$ cat config.mk
export PLATFORM = sky130hd
export DESIGN_NAME = rst_seq_ctrl
export DESIGN_NICKNAME = d
export VERILOG_FILES = /design/src/rtl/rsq_pkg.sv /design/src/rtl/rsq_line_filter.sv /design/src/rtl/rsq_req_merge.sv /design/src/rtl/rsq_seq_core.sv /design/src/rtl/rst_seq_ctrl.sv
export SDC_FILE = /design/constraint.sdc
export NUM_CORES = 1
export LEC_CHECK = 0
export BUFFER_PORTS_ARGS = -buffer_cell sky130_fd_sc_hd__buf_2
export CORE_MARGIN = 10
export CORE_UTILIZATION = 58
export DETAILED_ROUTE_END_ITERATION = 6
export PLACE_DENSITY = 0.83
export SETUP_SLACK_MARGIN = 0.02
export SLEW_MARGIN = 20
export SYNTH_ARGS = -nofsm -noshare
export SYNTH_HDL_FRONTEND = slang
export SYNTH_SLANG_ARGS = --single-unit
$ cat constraint.sdc
create_clock -name clk -period 5 [get_ports clk]
set_clock_uncertainty 0.2 [all_clocks]
set_input_delay 1.5 -clock clk [delete_from_list [all_inputs] [get_ports clk]]
set_output_delay 1.5 -clock clk [all_outputs]
set_load 0.02 [all_outputs]
$ cat src/rtl/rsq_pkg.sv
package rsq_pkg;

  typedef enum logic [1:0] {
    RK_NONE = 2'b00,
    RK_CORE = 2'b01,
    RK_CHIP = 2'b10,
    RK_SYS  = 2'b11
  } rst_kind_e;

  typedef enum logic [1:0] {
    PH_IDLE,
    PH_ASSERT,
    PH_EXTHOLD,
    PH_LOCK
  } seq_phase_e;

  // Stronger kind has the larger code.
  function automatic rst_kind_e kind_max(input rst_kind_e a, input rst_kind_e b);
    return (a > b) ? a : b;
  endfunction

endpackage

$ cat src/rtl/rsq_line_filter.sv
// Two-flop synchroniser and low-level glitch filter for the shared reset line.
module rsq_line_filter #(
  parameter int FILT_CYC = 16
) (
  input  logic clk,
  input  logic rst,
  input  logic line_n_i,
  input  logic arm_i,        // count only while no sequence is running
  output logic hit_o,
  output logic line_high_o
);
  localparam int FW = (FILT_CYC > 2) ? $clog2(FILT_CYC) : 1;
  localparam logic [FW-1:0] LAST = FW'(FILT_CYC - 1);

  logic          sync1_q, sync2_q;
  logic [FW-1:0] low_cnt_q;

  always_ff @(posedge clk) begin
    if (rst) begin
      sync1_q <= 1'b1;
      sync2_q <= 1'b1;
    end else begin
      sync1_q <= line_n_i;
      sync2_q <= sync1_q;
    end
  end

  always_ff @(posedge clk) begin
    if (rst) begin
      low_cnt_q <= '0;
    end else if (!arm_i || sync2_q) begin
      low_cnt_q <= '0;
    end else if (low_cnt_q != LAST) begin
      low_cnt_q <= low_cnt_q + 1'b1;
    end
  end

  assign hit_o       = arm_i && !sync2_q && (low_cnt_q == LAST);
  assign line_high_o = sync2_q;

endmodule

$ cat src/rtl/rsq_req_merge.sv
// Collects processor-side and power-management requests into one kind.
module rsq_req_merge
  import rsq_pkg::*;
(
  input  logic      clk,
  input  logic      rst,
  input  logic      idle_i,
  input  rst_kind_e dbg_kind_i,
  input  logic      wdt_expire_i,
  input  logic      wdt_ack_i,
  input  rst_kind_e wdt_kind_i,
  input  logic      sw_wr_i,
  input  rst_kind_e sw_kind_i,
  input  logic      pm_d0_wr_i,
  output rst_kind_e req_kind_o
);
  logic      wdt_armed_q;
  logic      wdt_fire;
  rst_kind_e sw_req, wdt_req, pm_req;

  // First expiry arms, the next one fires; ack or any sequence disarms.
  always_ff @(posedge clk) begin
    if (rst) begin
      wdt_armed_q <= 1'b0;
    end else if (wdt_ack_i || !idle_i) begin
      wdt_armed_q <= 1'b0;
    end else if (wdt_expire_i) begin
      wdt_armed_q <= 1'b1;
    end
  end

  assign wdt_fire = wdt_expire_i && wdt_armed_q;

  always_comb begin
    sw_req     = sw_wr_i    ? sw_kind_i  : RK_NONE;
    wdt_req    = wdt_fire   ? wdt_kind_i : RK_NONE;
    pm_req     = pm_d0_wr_i ? RK_SYS     : RK_NONE;
    req_kind_o = kind_max(kind_max(dbg_kind_i, sw_req), kind_max(wdt_req, pm_req));
  end

endmodule

$ cat src/rtl/rsq_seq_core.sv
// Phase sequencer: assertion window, external hold, lock window, release.
module rsq_seq_core
  import rsq_pkg::*;
#(
  parameter int ASSERT_CYC = 8192,
  parameter int LOCK_CYC   = 8192,
  parameter int EARLY_CYC  = 64,
  parameter int NUM_PCLK   = 4
) (
  input  logic                clk,
  input  logic                rst,
  input  rst_kind_e           req_kind_i,
  input  logic                ext_hit_i,
  input  logic                line_high_i,
  output logic                idle_o,
  output logic                sys_drive_o,
  output logic                core_rst_o,
  output logic                chip_rst_o,
  output logic                ext_bus_rst_n_o,
  output logic [NUM_PCLK-1:0] pclk_en_o,
  output rst_kind_e           last_kind_o
);
  localparam int MAXC = (ASSERT_CYC > LOCK_CYC) ? ASSERT_CYC : LOCK_CYC;
  localparam int CW   = $clog2(MAXC);
  localparam logic [CW-1:0] ASSERT_LD = CW'(ASSERT_CYC - 1);
  localparam logic [CW-1:0] LOCK_LD   = CW'(LOCK_CYC - 1);
  localparam logic [CW-1:0] EARLY_LIM = CW'(EARLY_CYC);

  seq_phase_e    ph_q, ph_n;
  rst_kind_e     kind_q, kind_n, last_q, last_n;
  logic [CW-1:0] cnt_q, cnt_n;

  logic busy_n, early_n, drive_n, chip_n, pclk_n;
  logic drive_q, core_q, chip_q, extn_q;
  logic [NUM_PCLK-1:0] pclk_q;

  always_comb begin
    ph_n   = ph_q;
    cnt_n  = cnt_q;
    kind_n = kind_q;
    last_n = last_q;
    unique case (ph_q)
      PH_IDLE: begin
        if (req_kind_i != RK_NONE) begin
          ph_n   = PH_ASSERT;
          cnt_n  = ASSERT_LD;
          kind_n = req_kind_i;
        end else if (ext_hit_i) begin
          ph_n   = PH_EXTHOLD;
          cnt_n  = '0;
          kind_n = RK_SYS;
        end
      end
      PH_ASSERT: begin
        if (req_kind_i == RK_SYS && kind_q != RK_SYS) begin
          kind_n = RK_SYS;
          cnt_n  = ASSERT_LD;
        end else if (cnt_q == '0) begin
          ph_n  = PH_LOCK;
          cnt_n = LOCK_LD;
        end else begin
          cnt_n = cnt_q - 1'b1;
        end
      end
      PH_EXTHOLD: begin
        if (line_high_i) begin
          ph_n  = PH_LOCK;
          cnt_n = LOCK_LD;
        end
      end
      PH_LOCK: begin
        if (cnt_q == '0) begin
          ph_n   = PH_IDLE;
          last_n = kind_q;
        end else begin
          cnt_n = cnt_q - 1'b1;
        end
      end
      default: ph_n = PH_IDLE;
    endcase
  end

  // Output values follow the next phase so they line up with the state.
  always_comb begin
    busy_n  = (ph_n != PH_IDLE);
    early_n = (ph_n == PH_LOCK) && (cnt_n < EARLY_LIM);
    drive_n = (ph_n == PH_ASSERT) && (kind_n == RK_SYS);
    chip_n  = busy_n && (kind_n != RK_CORE);
    pclk_n  = !busy_n || (kind_n != RK_SYS) || early_n;
  end

  always_ff @(posedge clk) begin
    if (rst) begin
      ph_q    <= PH_IDLE;
      cnt_q   <= '0;
      kind_q  <= RK_NONE;
      last_q  <= RK_NONE;
      drive_q <= 1'b0;
      core_q  <= 1'b0;
      chip_q  <= 1'b0;
      extn_q  <= 1'b1;
    end else begin
      ph_q    <= ph_n;
      cnt_q   <= cnt_n;
      kind_q  <= kind_n;
      last_q  <= last_n;
      drive_q <= drive_n;
      core_q  <= busy_n;
      chip_q  <= chip_n;
      extn_q  <= !chip_n;
    end
  end

  for (genvar g = 0; g < NUM_PCLK; g++) begin : g_pclk
    always_ff @(posedge clk) begin
      if (rst) pclk_q[g] <= 1'b1;
      else     pclk_q[g] <= pclk_n;
    end
  end

  assign idle_o          = (ph_q == PH_IDLE);
  assign sys_drive_o     = drive_q;
  assign core_rst_o      = core_q;
  assign chip_rst_o      = chip_q;
  assign ext_bus_rst_n_o = extn_q;
  assign pclk_en_o       = pclk_q;
  assign last_kind_o     = last_q;

endmodule

$ cat src/rtl/rst_seq_ctrl.sv
module rst_seq_ctrl
  import rsq_pkg::*;
#(
  parameter int FILT_CYC   = 16,
  parameter int ASSERT_CYC = 8192,
  parameter int LOCK_CYC   = 8192,
  parameter int EARLY_CYC  = 64,
  parameter int NUM_PCLK   = 4
) (
  input  logic                clk,
  input  logic                rst,
  input  logic                sys_rst_n_i,
  output logic                sys_rst_drive_o,
  input  logic [1:0]          dbg_rst_kind_i,
  input  logic                wdt_expire_i,
  input  logic                wdt_ack_i,
  input  logic [1:0]          wdt_rst_kind_i,
  input  logic                sw_rst_wr_i,
  input  logic [1:0]          sw_rst_kind_i,
  input  logic                pm_d0_wr_i,
  output logic                core_rst_o,
  output logic                chip_rst_o,
  output logic                ext_bus_rst_n_o,
  output logic                cpu_clk_en_o,
  output logic                pls_clk_en_o,
  output logic [NUM_PCLK-1:0] periph_clk_en_o,
  output logic [1:0]          last_rst_kind_o
);
  logic      idle, ext_hit, line_high;
  rst_kind_e req_kind, last_kind;

  rsq_line_filter #(.FILT_CYC(FILT_CYC)) u_filt (
    .clk         (clk),
    .rst         (rst),
    .line_n_i    (sys_rst_n_i),
    .arm_i       (idle),
    .hit_o       (ext_hit),
    .line_high_o (line_high)
  );

  rsq_req_merge u_req (
    .clk          (clk),
    .rst          (rst),
    .idle_i       (idle),
    .dbg_kind_i   (rst_kind_e'(dbg_rst_kind_i)),
    .wdt_expire_i (wdt_expire_i),
    .wdt_ack_i    (wdt_ack_i),
    .wdt_kind_i   (rst_kind_e'(wdt_rst_kind_i)),
    .sw_wr_i      (sw_rst_wr_i),
    .sw_kind_i    (rst_kind_e'(sw_rst_kind_i)),
    .pm_d0_wr_i   (pm_d0_wr_i),
    .req_kind_o   (req_kind)
  );

  rsq_seq_core #(
    .ASSERT_CYC (ASSERT_CYC),
    .LOCK_CYC   (LOCK_CYC),
    .EARLY_CYC  (EARLY_CYC),
    .NUM_PCLK   (NUM_PCLK)
  ) u_seq (
    .clk             (clk),
    .rst             (rst),
    .req_kind_i      (req_kind),
    .ext_hit_i       (ext_hit),
    .line_high_i     (line_high),
    .idle_o          (idle),
    .sys_drive_o     (sys_rst_drive_o),
    .core_rst_o      (core_rst_o),
    .chip_rst_o      (chip_rst_o),
    .ext_bus_rst_n_o (ext_bus_rst_n_o),
    .pclk_en_o       (periph_clk_en_o),
    .last_kind_o     (last_kind)
  );

  // Processor and PLS clocks keep running through every phase.
  assign cpu_clk_en_o    = 1'b1;
  assign pls_clk_en_o    = 1'b1;
  assign last_rst_kind_o = last_kind;

endmodule

# --- Word level (Yosys, flattened, before mapping) ---
# Cells that the tools add are included.
word_totals:
  ff_bits: 31
  output_inout_bits: 12
  word_cells: 77
op_classes:
  addsub: 2
  n_lt_le_gt_ge: 4
  n_eq_ne: 12
  mux: 24
  n_reduce_logical: 22
op_table:
  columns: ["cell", "n"]
  rows:
  - ["$mux 13", 6]
  - ["$pmux 13 s4", 1]
  - ["$mux 2", 15]
  - ["$logic_not 13->1", 1]
  - ["$lt 13x7->1 const B", 1]
  - ["$sub 13x1->13 const B", 1]
  - ["$eq 2x2->1 const B", 5]
  - ["$pmux 2 s4", 1]
  - ["$logic_and 1x1->1", 7]
  - ["$gt 2x2->1", 3]
  - ["$add 4x1->4 const B", 1]
  - ["$eq 2x1->1 const B", 2]
  - ["$eq 4x4->1 const B", 1]
  - ["$logic_not 1->1", 4]
  - ["$logic_or 1x1->1", 4]
  - ["$ne 2x2->1 const B", 2]
  - ["$ne 4x4->1 const B", 1]
  - ["$pmux 2 s2", 1]
  - ["$reduce_bool 2->1", 2]
  - ["$reduce_or 2->1", 2]
  - ["$logic_not 2->1", 1]
  - ["$ne 2x1->1 const B", 1]
  - ["$reduce_and 2->1", 1]

# --- Logic depth before layout (Yosys ltp) ---
depth:
  ltp_word: 14
  mapped_depth: 15

# --- Modules after synthesis ---
# Synthesis repeated with hierarchy kept, for this count alone.
hier_totals:
  cells_unflattened: 277
  area_unflattened_um2: 2169.6
modules_own_cells:
  columns: ["mod", "n_inst", "cells_per_inst", "area_per_inst_um2", "seq_area_each_um2"]
  rows:
  - ["rsq_seq_core", 1, 207, 1594.0, 480.5]
  - ["rsq_req_merge", 1, 43, 321.6, 20.0]
  - ["rsq_line_filter", 1, 24, 235.2, 120.1]
  - ["rst_seq_ctrl", 1, 3, 18.8, 0.0]

# --- Least setup slack after synthesis ---
# OpenSTA, ideal clock, no wires.
synth_timing:
  path_type: "input to register"
  start: "input sw_rst_kind_i[0]"
  end: "register u_seq.cnt_q[3]"
  arrival_ns: 4.176
  required_time_ns: 4.672
  setup_slack_ns: 0.497
  cell_stages: 14
  path_buffers: 0
  path_cell_list: "and2_1 ha_1 o21ba_1 a211o_1 nand3_1 ha_1 nor2b_1 or2_1 a31oi_2 nor3_2 o31ai_1 o21ai_0 a22oi_1 nor2_1"
synth_between:
  elab_chain_len: 9
synth_lines:
  columns: ["element", "line_no", "text"]
  rows:
  - ["start: declaration", "rst_seq_ctrl.sv:19", "input logic [1:0] sw_rst_kind_i,"]
  - ["$mux 2 *", "rsq_req_merge.sv:35", "sw_req = sw_wr_i ? sw_kind_i : RK_NONE;"]
  - ["$gt 2x2->1", "rsq_pkg.sv:19", "return (a > b) ? a : b;"]
  - ["$mux 2 *", "rsq_pkg.sv:19", null]
  - ["$gt 2x2->1", "rsq_pkg.sv:19", null]
  - ["$mux 2 *", "rsq_pkg.sv:19", null]
  - ["$eq 2x2->1", "rsq_seq_core.sv:55", "if (req_kind_i == RK_SYS && kind_q != RK_SYS) begin"]
  - ["$logic_and 1x1->1", "rsq_seq_core.sv:55", null]
  - ["$mux 13", "rsq_seq_core.sv:55", null]
  - ["$pmux 13 s4 *", "rsq_seq_core.sv:42", "unique case (ph_q)"]
  - ["end signal: assignment", "rsq_seq_core.sv:104", "cnt_q <= cnt_n;"]
  - ["end: declaration", "rsq_seq_core.sv:31", "logic [CW-1:0] cnt_q, cnt_n;"]
# Every way passes the cells marked *; elsewhere a longest branch is shown, timed or not.
# A chain may end at the register's enable or synchronous reset.

# --- Final worst setup path ---
layout_timing:
  start: "input sw_rst_kind_i[0]"
  end: "register u_seq.pclk_q[0], in the netlist u_seq.pclk_en_o[0]"
layout_between:
  elab_chain_len: 13
layout_lines:
  columns: ["element", "line_no", "text"]
  rows:
  - ["$mux 2 *", "rsq_req_merge.sv:35", null]
  - ["$gt 2x2->1", "rsq_pkg.sv:19", null]
  - ["$mux 2 *", "rsq_pkg.sv:19", null]
  - ["$gt 2x2->1", "rsq_pkg.sv:19", null]
  - ["$mux 2 *", "rsq_pkg.sv:19", null]
  - ["branches (longest 7 deep; another with $lt 13x7->1)", null, null]
  - ["$logic_or 1x1->1 *", "rsq_seq_core.sv:89", "pclk_n = !busy_n || (kind_n != RK_SYS) || early_n;"]
  - ["end signal: indexed assignment", "rsq_seq_core.sv:117", "else pclk_q[g] <= pclk_n;"]
  - ["end: declaration", "rsq_seq_core.sv:35", "logic [NUM_PCLK-1:0] pclk_q;"]
# Every way passes the cells marked *.

==> results.txt <==
The flow ran to the end, and the final reports show no timing, DRC or antenna violations. The number of vias per cell is 6.06. STA classifies the critical path startpoint as an input pin. The layout cell share with drive strength beyond 1 came out at between 10% and 20%. CTS saw 31 sinks. The first detailed-routing pass took 4 iterations. The final-report hold violation count came out at 0. The routability-driven placement congestion ratio came out at 0.889. The commonest cells after synthesis are sky130_fd_sc_hd__nor2_1, sky130_fd_sc_hd__dfxtp_1, sky130_fd_sc_hd__inv_1, sky130_fd_sc_hd__nand2_1, sky130_fd_sc_hd__ha_1.

The kind of end point of the critical path is a flip-flop. The number of violations reported at the end of detailed-routing iteration 0 is 104. In the synthesized netlist, the number of instances is between 200 and 300.

The final period utilization came out at between 90 and 100%. The data required time at the worst endpoint came out at 5.02 ns. The total overflow left after global routing is 0. The met1 layer wirelength in the final routing is 2270 um.

The layout net count came out at 327. Setup repair after global routing left no endpoint under its margin. The wire length of the first global-routing pass is approximately 9000 um. The start of the worst register-to-register path is u_req.wdt_armed_q. The DRC violations left is 0. A synthesized cell averages 7.87 um^2.

At the worst endpoint, the arrival time is 4.54 ns. The count of instances resized after the clock tree is built came out at 0. The peak ir drop on the vdd network is around 0.00017 V. The hold buffer count at CTS came out at 0. The die covers 6650 um^2.

The number of max-slew violations in the final report is 0. The power density normalized to cell area is 395 nW/um^2. The clock insertion delay at the later pin of the skew report is 0.28 ns. The clock tree synthesis step divided the H-tree into 2 levels. The height of the die is slightly above 80 um. The dominant cell type by area after synthesis is sky130_fd_sc_hd__dfxtp_1.

Tracing the worst setup path back leads to its startpoint at sw_rst_kind_i[0]. The share of the synthesized area in the top cell type is 28.2%. The worst-path maximum fanout is 4. The number of antenna violations at the first check in global routing is 0. The distinct cell type count of the synthesized netlist came out at 66. Cells fill between 60% and 70% of the core in the end.

The post-layout total power is ~950 uW. Buffers added to address setup during post-CTS repair amount to 0. The proportion of synthesized chip area in sequential cells came out at 28.2%.

The number of placement rows is 22. In this run the most critical hold path is launched from u_filt.sync1_q. Summing over every cut layer, the via total after detailed routing is 2108. The worst setup path is of the in2reg kind. After routing, the total negative slack on setup checks comes to 0 ns. Measured against its own limit, the worst slew margin works out to 66.1%. The final critical path time including I/O delays and setup is around 4.5 ns.

Among all flip-flop cells after synthesis, the most frequent one is sky130_fd_sc_hd__dfxtp_1. The area inside the core boundary came out at 3660 um^2. The top routing layer in use is met4. The count of inserted antenna diode cells is 0. The signed area change from the synthesized netlist to the final layout is 9.68%. The number of enable-type register cells in the synthesized netlist is 0.

The buffer depth of the longest clock path is 2. The fraction of synthesis flops using an asynchronous set or reset pin came out at 0%. In the detailed route, the total length drawn on met2 is 2490 um. After detailed routing, the total wire length is between 5000 and 6000 um.

Summed over all cells, the static leakage comes to 1.04 nW. The floorplan die width is 81.5 um. For the pin with the worst max-slew slack, the measured transition is 0.507 ns. The post-synthesis sequential element count is 31. The TritonCTS clock tree is built. Dividing the detail-routed wire length by the instance count gives 15.1 um.

The worst hold path belongs to the class reg2reg. The tool flagged a number of max-cap violations equal to 0. The post-DP HPWL is 3960 um. The port buffer count came out at 22. Ranked by total cell area, the synthesized netlist is headed by sky130_fd_sc_hd__dfxtp_1, sky130_fd_sc_hd__ha_1, sky130_fd_sc_hd__nor2_1. The total global-route track usage came out at 16.8%.

The area of the mapped netlist is 2200 um^2. The initial standard-cell utilization of the core came out at 60.0%. After clock tree synthesis, the clock-pin slew on the worst setup and hold paths is 0.07 ns. The count of boundary I/O pins came out at 25. The pin count of the biggest net entering global routing came out at 24.

Yosys printed 0 warnings. The total CTS buffers is 5. Setup violations remaining at the end of the flow were counted as 0. The CTS root buffer is sky130_fd_sc_hd__clkbuf_8. For this run, the top clock speed supported by timing is about 220 MHz. Yosys instantiated no cell more often than sky130_fd_sc_hd__nor2_1. Once detail routing completed, the nets flagged for antenna violations numbered 0. The via count of the first global-routing pass is 2022. Summed over all nets, wire length on met3 after detailed routing comes to 360 um.
[where the power goes]
group	internal (mW)	switching (mW)	leakage, nW
combinational	0.174	0.239	0.740
sequential	0.294	0.0545	0.257
clock	0.0975	0.0912	0.0422
[critical path: stages]
cell,delay (ns)
sky130_fd_sc_hd__buf_2,0.10
sky130_fd_sc_hd__and2_1,0.16
sky130_fd_sc_hd__ha_1,0.31
sky130_fd_sc_hd__o21ba_1,0.15
sky130_fd_sc_hd__a211o_1,0.32
sky130_fd_sc_hd__nand3_1,0.09
sky130_fd_sc_hd__ha_1,0.22
sky130_fd_sc_hd__nor2b_1,0.14
sky130_fd_sc_hd__or2_1,0.22
sky130_fd_sc_hd__a31oi_2,0.22
sky130_fd_sc_hd__o21ai_1,0.17
sky130_fd_sc_hd__o211ai_1,0.47
sky130_fd_sc_hd__inv_1,0.12
sky130_fd_sc_hd__o2111a_1,0.28
sky130_fd_sc_hd__o21ai_1,0.07
[layout by cell type (no fill, tap or decap), types with 4 or more instances in the layout]
cell,instances
sky130_fd_sc_hd__a21oi_1,10
sky130_fd_sc_hd__a22oi_1,5
sky130_fd_sc_hd__a31oi_1,4
sky130_fd_sc_hd__buf_2,22
sky130_fd_sc_hd__buf_4,4
sky130_fd_sc_hd__clkbuf_8,5
sky130_fd_sc_hd__dfxtp_1,31
sky130_fd_sc_hd__ha_1,15
sky130_fd_sc_hd__inv_1,18
sky130_fd_sc_hd__nand2_1,17
sky130_fd_sc_hd__nand2b_1,4
sky130_fd_sc_hd__nand3_1,5
sky130_fd_sc_hd__nand4_1,4
sky130_fd_sc_hd__nor2_1,40
sky130_fd_sc_hd__nor2b_1,6
sky130_fd_sc_hd__nor3_1,7
sky130_fd_sc_hd__o211ai_1,5
sky130_fd_sc_hd__o21ai_0,14
sky130_fd_sc_hd__o21ai_1,4
sky130_fd_sc_hd__o31ai_1,4
sky130_fd_sc_hd__or2_2,5
[through the flow]
step                      hold WS [ns]  std cells  worst slack, ns  cell area (um^2)
after CTS                        0.220        348            0.514              2410
after global routing             0.257        348            0.248              2410
after global placement           0.192        340            0.321              2330
final                            0.218        348            0.484              2410
after detailed placement         0.198        340            0.223              2330
after floorplan                  0.189        280            0.497              2200
[logic make-up after synthesis]
family,Yosys count,synth area share (%)
buf+inv,32,6.38
simple gates,112,26.7
fa+ha+maj,15,8.54
mux,3,1.37
other cells,1,0.171
xor+xnor,3,1.20
flops,31,28.2
compound gates,82,27.4
[path summary, 6_finish.rpt]
kind	slack (ns)	to	cells after the start
min	0.22	u_filt.line_high_o	1
max	0.48	u_seq.pclk_en_o[0]	15
max reg2reg	1.53	u_seq.pclk_en_o[0]	14
min reg2reg	0.22	u_filt.line_high_o	1
[layout make-up]
class / count / area (um^2)
well taps: 48 / 60.1
inverters: 18 / 67.6
fillers: 320 / 1250
repair buffers: 26 / 140
clock inverters: 1 / 5.00
flip-flops and latches: 31 / 621
multi-input cells: 217 / 1440
clock buffers: 7 / 76.3
[metal layers]
metal / up-vias / GRT usage, %
met5: - / 0
met4: 0 / 6.23
met3: 14 / 4.15
met2: 75 / 28.6
met1: 973 / 20.1
li1: 1046 / -
[sequential cells by signal, indices dropped and copies added (netlist names)]
register	cells
u_filt.low_cnt_q	4
u_seq.cnt_q	13
u_seq.last_kind_o	2
u_req.wdt_armed_q	1
u_seq.core_rst_o	1
u_seq.ext_bus_rst_n_o	1
u_seq.sys_drive_o	1
u_filt.sync1_q	1
u_seq.chip_rst_o	1
u_filt.line_high_o	1
u_seq.pclk_en_o	1
u_seq.ph_q	2
u_seq.kind_q	2
Power figures use the tool's default switching activity.
